===== src/rtl/epipe_pkg.sv =====
package epipe_pkg;

    typedef enum logic {
        SLOT_EMPTY = 1'b0,
        SLOT_HELD  = 1'b1
    } slot_state_e;

    typedef enum logic [1:0] {
        XF_ADD  = 2'd0,
        XF_XOR  = 2'd1,
        XF_ROTL = 2'd2
    } xform_e;

    function automatic xform_e stage_kind(input int idx);
        case (idx)
            0:       return XF_ADD;
            1:       return XF_XOR;
            default: return XF_ROTL;
        endcase
    endfunction

endpackage


===== src/rtl/epipe_slot.sv =====
module epipe_slot
    import epipe_pkg::*;
#(
    parameter int W = 32
) (
    input  logic         clk,
    input  logic         rst,
    input  logic         in_valid,
    output logic         in_ready,
    input  logic [W-1:0] in_data,
    output logic         out_valid,
    input  logic         out_ready,
    output logic [W-1:0] out_data
);

    slot_state_e state_q, state_d;
    logic [W-1:0] data_q;
    logic         load;

    // next-state: TAKE, DRAIN, SWAP, HOLD
    always_comb begin
        state_d = state_q;
        unique case (state_q)
            SLOT_EMPTY: begin
                if (in_valid) state_d = SLOT_HELD;       // TAKE
            end
            SLOT_HELD: begin
                if (out_ready && !in_valid) state_d = SLOT_EMPTY; // DRAIN
                else state_d = SLOT_HELD;                // SWAP or HOLD
            end
        endcase
    end

    always_ff @(posedge clk) begin
        if (rst) state_q <= SLOT_EMPTY;
        else     state_q <= state_d;
    end

    // outputs: head read, then dequeue, then enqueue
    always_comb begin
        out_valid = 1'b0;
        in_ready  = 1'b1;
        unique case (state_q)
            SLOT_EMPTY: begin
                out_valid = 1'b0;
                in_ready  = 1'b1;
            end
            SLOT_HELD: begin
                out_valid = 1'b1;
                in_ready  = out_ready;
            end
        endcase
    end

    assign load     = in_valid && in_ready;
    assign out_data = data_q;

    always_ff @(posedge clk) begin
        if (load) data_q <= in_data;
    end

    AST_RESET_EMPTY: assert property (@(posedge clk) $past(rst) |-> !out_valid);
    AST_SWAP_KEEPS:  assert property (@(posedge clk) disable iff (rst)
        (out_valid && out_ready && in_valid) |=> out_valid);
    AST_HOLD_STABLE: assert property (@(posedge clk) disable iff (rst)
        (out_valid && !out_ready) |=> (out_valid && $stable(out_data)));
    AST_TAKE_VALID:  assert property (@(posedge clk) disable iff (rst)
        (in_valid && in_ready) |=> out_valid);

endmodule


===== src/rtl/epipe_stage.sv =====
module epipe_stage
    import epipe_pkg::*;
#(
    parameter int     W    = 32,
    parameter xform_e KIND = XF_ADD,
    parameter logic [W-1:0] ARG = '0
) (
    input  logic         src_valid,
    output logic         src_ready,
    input  logic [W-1:0] src_data,
    output logic         dst_valid,
    input  logic         dst_ready,
    output logic [W-1:0] dst_data
);

    localparam int SH = int'(ARG % W);

    // a transfer dequeues and enqueues together
    assign dst_valid = src_valid;
    assign src_ready = dst_ready;

    generate
        if (KIND == XF_ADD) begin : g_add
            assign dst_data = src_data + ARG;
        end else if (KIND == XF_XOR) begin : g_xor
            assign dst_data = src_data ^ ARG;
        end else begin : g_rotl
            if (SH == 0) begin : g_none
                assign dst_data = src_data;
            end else begin : g_shift
                assign dst_data = (src_data << SH) | (src_data >> (W - SH));
            end
        end
    endgenerate

endmodule


===== src/rtl/epipe_top.sv =====
module epipe_top
    import epipe_pkg::*;
#(
    parameter int W = 32,
    parameter logic [W-1:0] ADD_K = 32'h0000_1357,
    parameter logic [W-1:0] XOR_M = 32'hA5A5_0F0F,
    parameter logic [W-1:0] ROT_N = 32'd7
) (
    input  logic         clk,
    input  logic         rst,
    input  logic         in_valid,
    output logic         in_ready,
    input  logic [W-1:0] in_data,
    output logic         out_valid,
    input  logic         out_ready,
    output logic [W-1:0] out_data
);

    localparam int NSTAGE = 3;
    localparam int NSLOT  = NSTAGE + 1;

    logic         s_wv [NSLOT];
    logic         s_wr [NSLOT];
    logic [W-1:0] s_wd [NSLOT];
    logic         s_rv [NSLOT];
    logic         s_rr [NSLOT];
    logic [W-1:0] s_rd [NSLOT];

    assign s_wv[0]  = in_valid;
    assign in_ready = s_wr[0];
    assign s_wd[0]  = in_data;

    assign out_valid         = s_rv[NSLOT-1];
    assign s_rr[NSLOT-1]     = out_ready;
    assign out_data          = s_rd[NSLOT-1];

    generate
        for (genvar k = 0; k < NSLOT; k++) begin : g_slot
            epipe_slot #(.W(W)) u_slot (
                .clk      (clk),
                .rst      (rst),
                .in_valid (s_wv[k]),
                .in_ready (s_wr[k]),
                .in_data  (s_wd[k]),
                .out_valid(s_rv[k]),
                .out_ready(s_rr[k]),
                .out_data (s_rd[k])
            );
        end
        for (genvar k = 0; k < NSTAGE; k++) begin : g_stage
            localparam xform_e KIND = stage_kind(k);
            localparam logic [W-1:0] ARG = (k == 0) ? ADD_K : (k == 1) ? XOR_M : ROT_N;
            epipe_stage #(.W(W), .KIND(KIND), .ARG(ARG)) u_stage (
                .src_valid(s_rv[k]),
                .src_ready(s_rr[k]),
                .src_data (s_rd[k]),
                .dst_valid(s_wv[k+1]),
                .dst_ready(s_wr[k+1]),
                .dst_data (s_wd[k+1])
            );
        end
    endgenerate

    AST_EXIT_DRAINS: assert property (@(posedge clk) disable iff (rst)
        (!in_valid && out_ready && !s_rv[NSLOT-2] && !s_rv[NSLOT-3] && !s_rv[0]) |=> !out_valid);
    AST_ENTRY_REFILL: assert property (@(posedge clk) disable iff (rst)
        (out_ready && s_rv[0] && s_rv[1] && s_rv[2] && out_valid) |-> in_ready);

endmodule


===== config.mk =====
export PLATFORM = sky130hd
export DESIGN_NAME = epipe_top
export DESIGN_NICKNAME = d
export VERILOG_FILES = /design/src/rtl/epipe_pkg.sv /design/src/rtl/epipe_slot.sv /design/src/rtl/epipe_stage.sv /design/src/rtl/epipe_top.sv
export SDC_FILE = /design/constraint.sdc
export NUM_CORES = 1
export LEC_CHECK = 0
export BUFFER_PORTS_ARGS = -buffer_cell sky130_fd_sc_hd__buf_4
export CAP_MARGIN = 20
export CELL_PAD_IN_SITES_DETAIL_PLACEMENT = 1
export CELL_PAD_IN_SITES_GLOBAL_PLACEMENT = 1
export CORE_MARGIN = 3
export CORE_UTILIZATION = 36
export CTS_BUF_LIST = sky130_fd_sc_hd__clkbuf_16
export CTS_CLUSTER_SIZE = 10
export DETAILED_ROUTE_END_ITERATION = 8
export HOLD_SLACK_MARGIN = 0.02
export PLACE_DENSITY = 0.6
export REMOVE_ABC_BUFFERS = 1
export SLEW_MARGIN = 0
export SYNTH_ARGS = -nofsm -noshare
export SYNTH_HDL_FRONTEND = slang
export SYNTH_HIERARCHICAL = 1
export SYNTH_SLANG_ARGS = --single-unit

===== constraint.sdc =====
create_clock -name clk -period 2.1 [get_ports clk]
set_clock_uncertainty 0.05 [all_clocks]
set_input_delay 0.42 -clock clk [delete_from_list [all_inputs] [get_ports clk]]
set_output_delay 0.42 -clock clk [all_outputs]
set_load 0.1 [all_outputs]

=== Word level (Yosys, flattened, before mapping) ===
Cells that the tools add are included.

* Register bits after elaboration: 132
* Bits in latches: 0
* Bits in writable memories: 0
* Bits in read-only memories: 0
* Bits of input ports: 36
* Output and inout port bits: 34
* Logic and storage cells: 47
* Memories: 0

* Add/subtract/negate cells: 1
* Multipliers: 0
* Divide/modulo/power cells: 0
* Magnitude comparators: 0
* Equal/unequal tests: 0
* Shifts and indexed selects: 0
* Muxes and demuxes: 20
* Bitwise gates (word level): 6
* Reductions and logical operators: 12

{| class="wikitable"
|+ Operators by type and width
! cell !! number
|-
| $add 32x13->32 const B || 1
|-
| $or 32x7->32 || 1
|-
| $pmux 1 s2 || 12
|-
| $not 16->16 || 1
|-
| $logic_and 1x1->1 || 8
|-
| $mux 1 || 8
|-
| $logic_not 1->1 || 4
|-
| $not 1->1 || 4
|}

=== Longest topological paths before layout ===
* Depth after elaboration: 7
* Depth in mapped cells: 8
* Mapped depth without buffers: 6

=== Cells and area by module ===
The synthesis kept the hierarchy.

{| class="wikitable"
|+ By module, submodules not included
! module !! instances !! cells each !! area an instance (µm²) !! seq. area each (µm²)
|-
| epipe_slot || 4 || 37 || 1016.0 || 980.9
|-
| epipe_stage (g_stage[0].u_stage) || 1 || 102 || 762.0 || 0.0
|-
| epipe_stage (g_stage[2].u_stage) || 1 || 34 || 255.2 || 0.0
|-
| epipe_stage (g_stage[1].u_stage) || 1 || 34 || 195.2 || 0.0
|}

=== Worst setup path before layout ===
No wires, ideal clock.

* Kind: flip-flop to flip-flop
* Start: reg g_slot[3].u_slot.state_q
* End: reg g_slot[0].u_slot.data_q[0], enable pin
* Setup time: 0.279 ns
* Arrival time: 2.362 ns
* Required time: 1.771 ns
* Path slack: -0.591 ns
* Cell stages (with the launch flop): 9
* Path buffers: 3
* Clock period less this slack: 2.691 ns
* Cell sequence: dfxtp_1 > nand2b_4 > buf_4 > nand2b_4 > buf_4 > nand2b_4 > buf_4 > nand2b_4 > and2_4

{| class="wikitable"
|+ RTL lines
! item !! RTL line !! text
|-
| from (decl) || epipe_slot.sv:16 || <nowiki>slot_state_e state_q, state_d;</nowiki>
|-
| from (signal assigned) || epipe_slot.sv:36 || <nowiki>else state_q <= state_d;</nowiki>
|-
| to (signal assigned) || epipe_slot.sv:59 || <nowiki>if (load) data_q <= in_data;</nowiki>
|-
| to (decl) || epipe_slot.sv:17 || <nowiki>logic [W-1:0] data_q;</nowiki>
|}

==> flow_summary.ini <==
[run_status]
status = finished clean

[timing]
max_slew_margin_pct = 67.0
max_freq_mhz = 498
period_minus_slack_ns = 2.01
drv_slew = 0
worstMarginPinSlew_ns = 0.494
min_period_over_period_pct = 95.7
hold_viol = 0
setup_viol = 0
rsz0062_at_grt = false

[logic_synthesis]
synth-seq-area-share_pct = 74.4
synth_edf_count = 128
yosysMostFrequentCell = edfxtp_1
synth_warnings = 6
synthTopCellsByArea = edfxtp_1 73%, buf_4 7.8%, xnor2_1 3.8%
synth_area_per_cell_um2 = 16.6
synth.top_cells.by_count = 128 x edfxtp_1, 55 x buf_4, 25 x inv_1
netlist_instances = 318
synthDistinctLibCells = 35
synthFlopType = edfxtp_1
synth_top_area_share_pct = 72.8
synth_area_leader_cell = edfxtp_1
async_reset_ff_share_pct = 0
synth_area_mm2 = 0.00528
synth_seq_cells = 132

[power_and_ir_drop]
p_leak_nw = 2.26
p_per_area_mw_per_mm2 = 984
ir_worst_vdd_mv = 0.531

[global_routing]
track_usage_pct = 10.0
antenna_found_initial = 0
grt_max_degree = 33
grt_pass1_vias = 2484
grt_first_pass_wirelength_mm = 12.2
gr-total-overflow = 0

[cts]
htree_levels = 4
cts_tree = done
numCtsBuffers = 17
post_cts_resized = 0
root_buffer = clkbuf_16
clk_path_buf_depth = 2
postCtsHoldBufs = 0
cts_setup_buffers = 0
cts.clk_slew.worst_paths_ns = 0.05
cts.sinks = 132
insertion_delay_ns = 0.41

[detailed_routing]
antenna_left = 0
drt_iter0_drc = 146
viasPerCell = 4.27
vias = 2317
first_pass_iters = 4
routed_wl_mm = 7.43
wl_per_cell_um = 13.7
drc = 0

[setup_path]
r2r-start = g_slot[0].u_slot/out_data[0]
crit_required_ns = 1.63
crit_path_end = in_ready
start_kind = register
ff2ff_path_depth = 6
end_kind = output pin
crit_type = reg2out
rr_endpoint = g_slot[1].u_slot/out_data[28]
arrival_ns = 1.54
worst-path-max-fanout = 3
reg2reg_slack_ns = 0.22
startpoint = g_slot[3].u_slot/state_q

[placed_design]
io_buffer_count = 69
dp.cells = 512
place_hpwl_mm = 5.28
finalWeightedCongestion = 0.754
placed_area_mm2 = 0.00561

[floorplanning]
initial_core_util_pct = 37.4
dieArea_mm2 = 0.0161
chipHeight_um = 127
coreArea_mm2 = 0.0141
dieWidth_um = 127
top_level_ports = 70
rows = 43

[finish]
diodes = 0
fillCellCount = 1382
syn_to_final_growth_pct = 16.6
regArea_mm2 = 0.00392
fin_nets = 388
postLayoutCoreUtil_pct = 43.6
drive_gt1_share_pct = 32.9
stdcell_area_mm2 = 0.00615
fin_cells = 542
multi_input_area_um2 = 846

[job]
maxCapViolCount = 0

[worst_hold_path]
hold_path.class = in2reg
[worst min path at each step]
stage                                              from                             to  slack, ns  depth (start not counted)
final                                       in_data[15]  g_slot[0].u_slot/out_data[15]       0.13                          1
after floorplan           g_slot[1].u_slot/out_data[12]  g_slot[2].u_slot/out_data[12]       0.35                          0
after detailed placement  g_slot[2].u_slot/out_data[19]  g_slot[3].u_slot/out_data[26]       0.36                          0
after global routing                         in_data[5]   g_slot[0].u_slot/out_data[5]       0.11                          1
after global placement    g_slot[2].u_slot/out_data[17]  g_slot[3].u_slot/out_data[24]       0.35                          0
after CTS                                   in_data[17]  g_slot[0].u_slot/out_data[17]       0.12                          1
[sequential cells by signal, indices dropped and copies added, names as in the netlist]
name and flops:
g_slot.u_slot/out_data 128, g_slot.u_slot/state_q 4
[critical path: stages, from the launching register on]
cell	delay [ns]
dfxtp_1	0.37
nand2b_4	0.07
nand2b_4	0.15
nand2b_4	0.15
nand2b_4	0.15
buf_4	0.23
[report_power, final]
part	switching, W	internal, W	total, W
Clock	0.000978	0.00171	0.00268
Sequential	0.0000613	0.00301	0.00307
Combinational	0.000186	0.000110	0.000296
Total	0.00122	0.00483	0.00605
[logic make-up after synthesis]
| group | Yosys count | share of synthesized area [%] |
|---|---|---|
| DFF | 132 | 74.4 |
| buffers and inverters | 80 | 9.60 |
| and+or+nand+nor | 60 | 8.02 |
| xor gates and xnor gates | 28 | 4.65 |
| AOI/OAI and AO/OA | 17 | 3.13 |
| adders and majority gates | 1 | 0.237 |
[cell usage in the layout, fill, tap and decap left out, types with 2 or more instances in the layout]
master | Yosys | routed
edfxtp_1 | 128 | 128
buf_4 | 55 | 69
inv_1 | 25 | 26
xnor2_1 | 23 | 23
clkbuf_16 | 0 | 17
nand4_1 | 11 | 11
clkinv_2 | 0 | 7
nor2_1 | 7 | 7
nand2_1 | 7 | 7
and3_1 | 6 | 6
nand3_1 | 6 | 6
xor2_1 | 5 | 5
nand2b_4 | 4 | 4
a21oi_2 | 4 | 4
and2_4 | 4 | 4
dfxtp_1 | 4 | 4
a21oi_1 | 4 | 4
and2_1 | 3 | 3
o21ai_1 | 3 | 3
bufinv_16 | 0 | 2
nand4b_1 | 2 | 2
[through the flow]
| stage | setup WS, ns | hold slack, ns | power [W] | TNS (ns) |
|---|---|---|---|---|
| global route | 0.0112 | 0.115 | 0.00629 | 0 |
| finish | 0.0900 | 0.134 | 0.00605 | 0 |
| CTS | 0.0569 | 0.115 | 0.00614 | 0 |
| floorplan | -0.249 | 0.350 | 0.00330 | -8.02 |
| detailed placement | 0.229 | 0.355 | 0.00343 | 0 |
| global placement | 0.287 | 0.354 | 0.00342 | 0 |
[per-layer routing]
layer | up-vias | GRT usage [%] | wire, um
li1 | 1158 | - | -
met1 | 1072 | 13.6 | 3780
met2 | 72 | 13.4 | 3070
met3 | 15 | 3.85 | 399
met4 | 0 | 6.25 | 186
met5 | - | 0 | 0
[area by class of cell]
type / instances / share of cell area (%)
sequential: 132 / 63.8
multi-input combinational: 106 / 13.8
timing repair buffer: 69 / 8.42
clock buffer: 17 / 6.92
tap: 180 / 3.66
clock inverter: 13 / 1.93
inverter: 25 / 1.53
(Power assumes the default switching activity.)
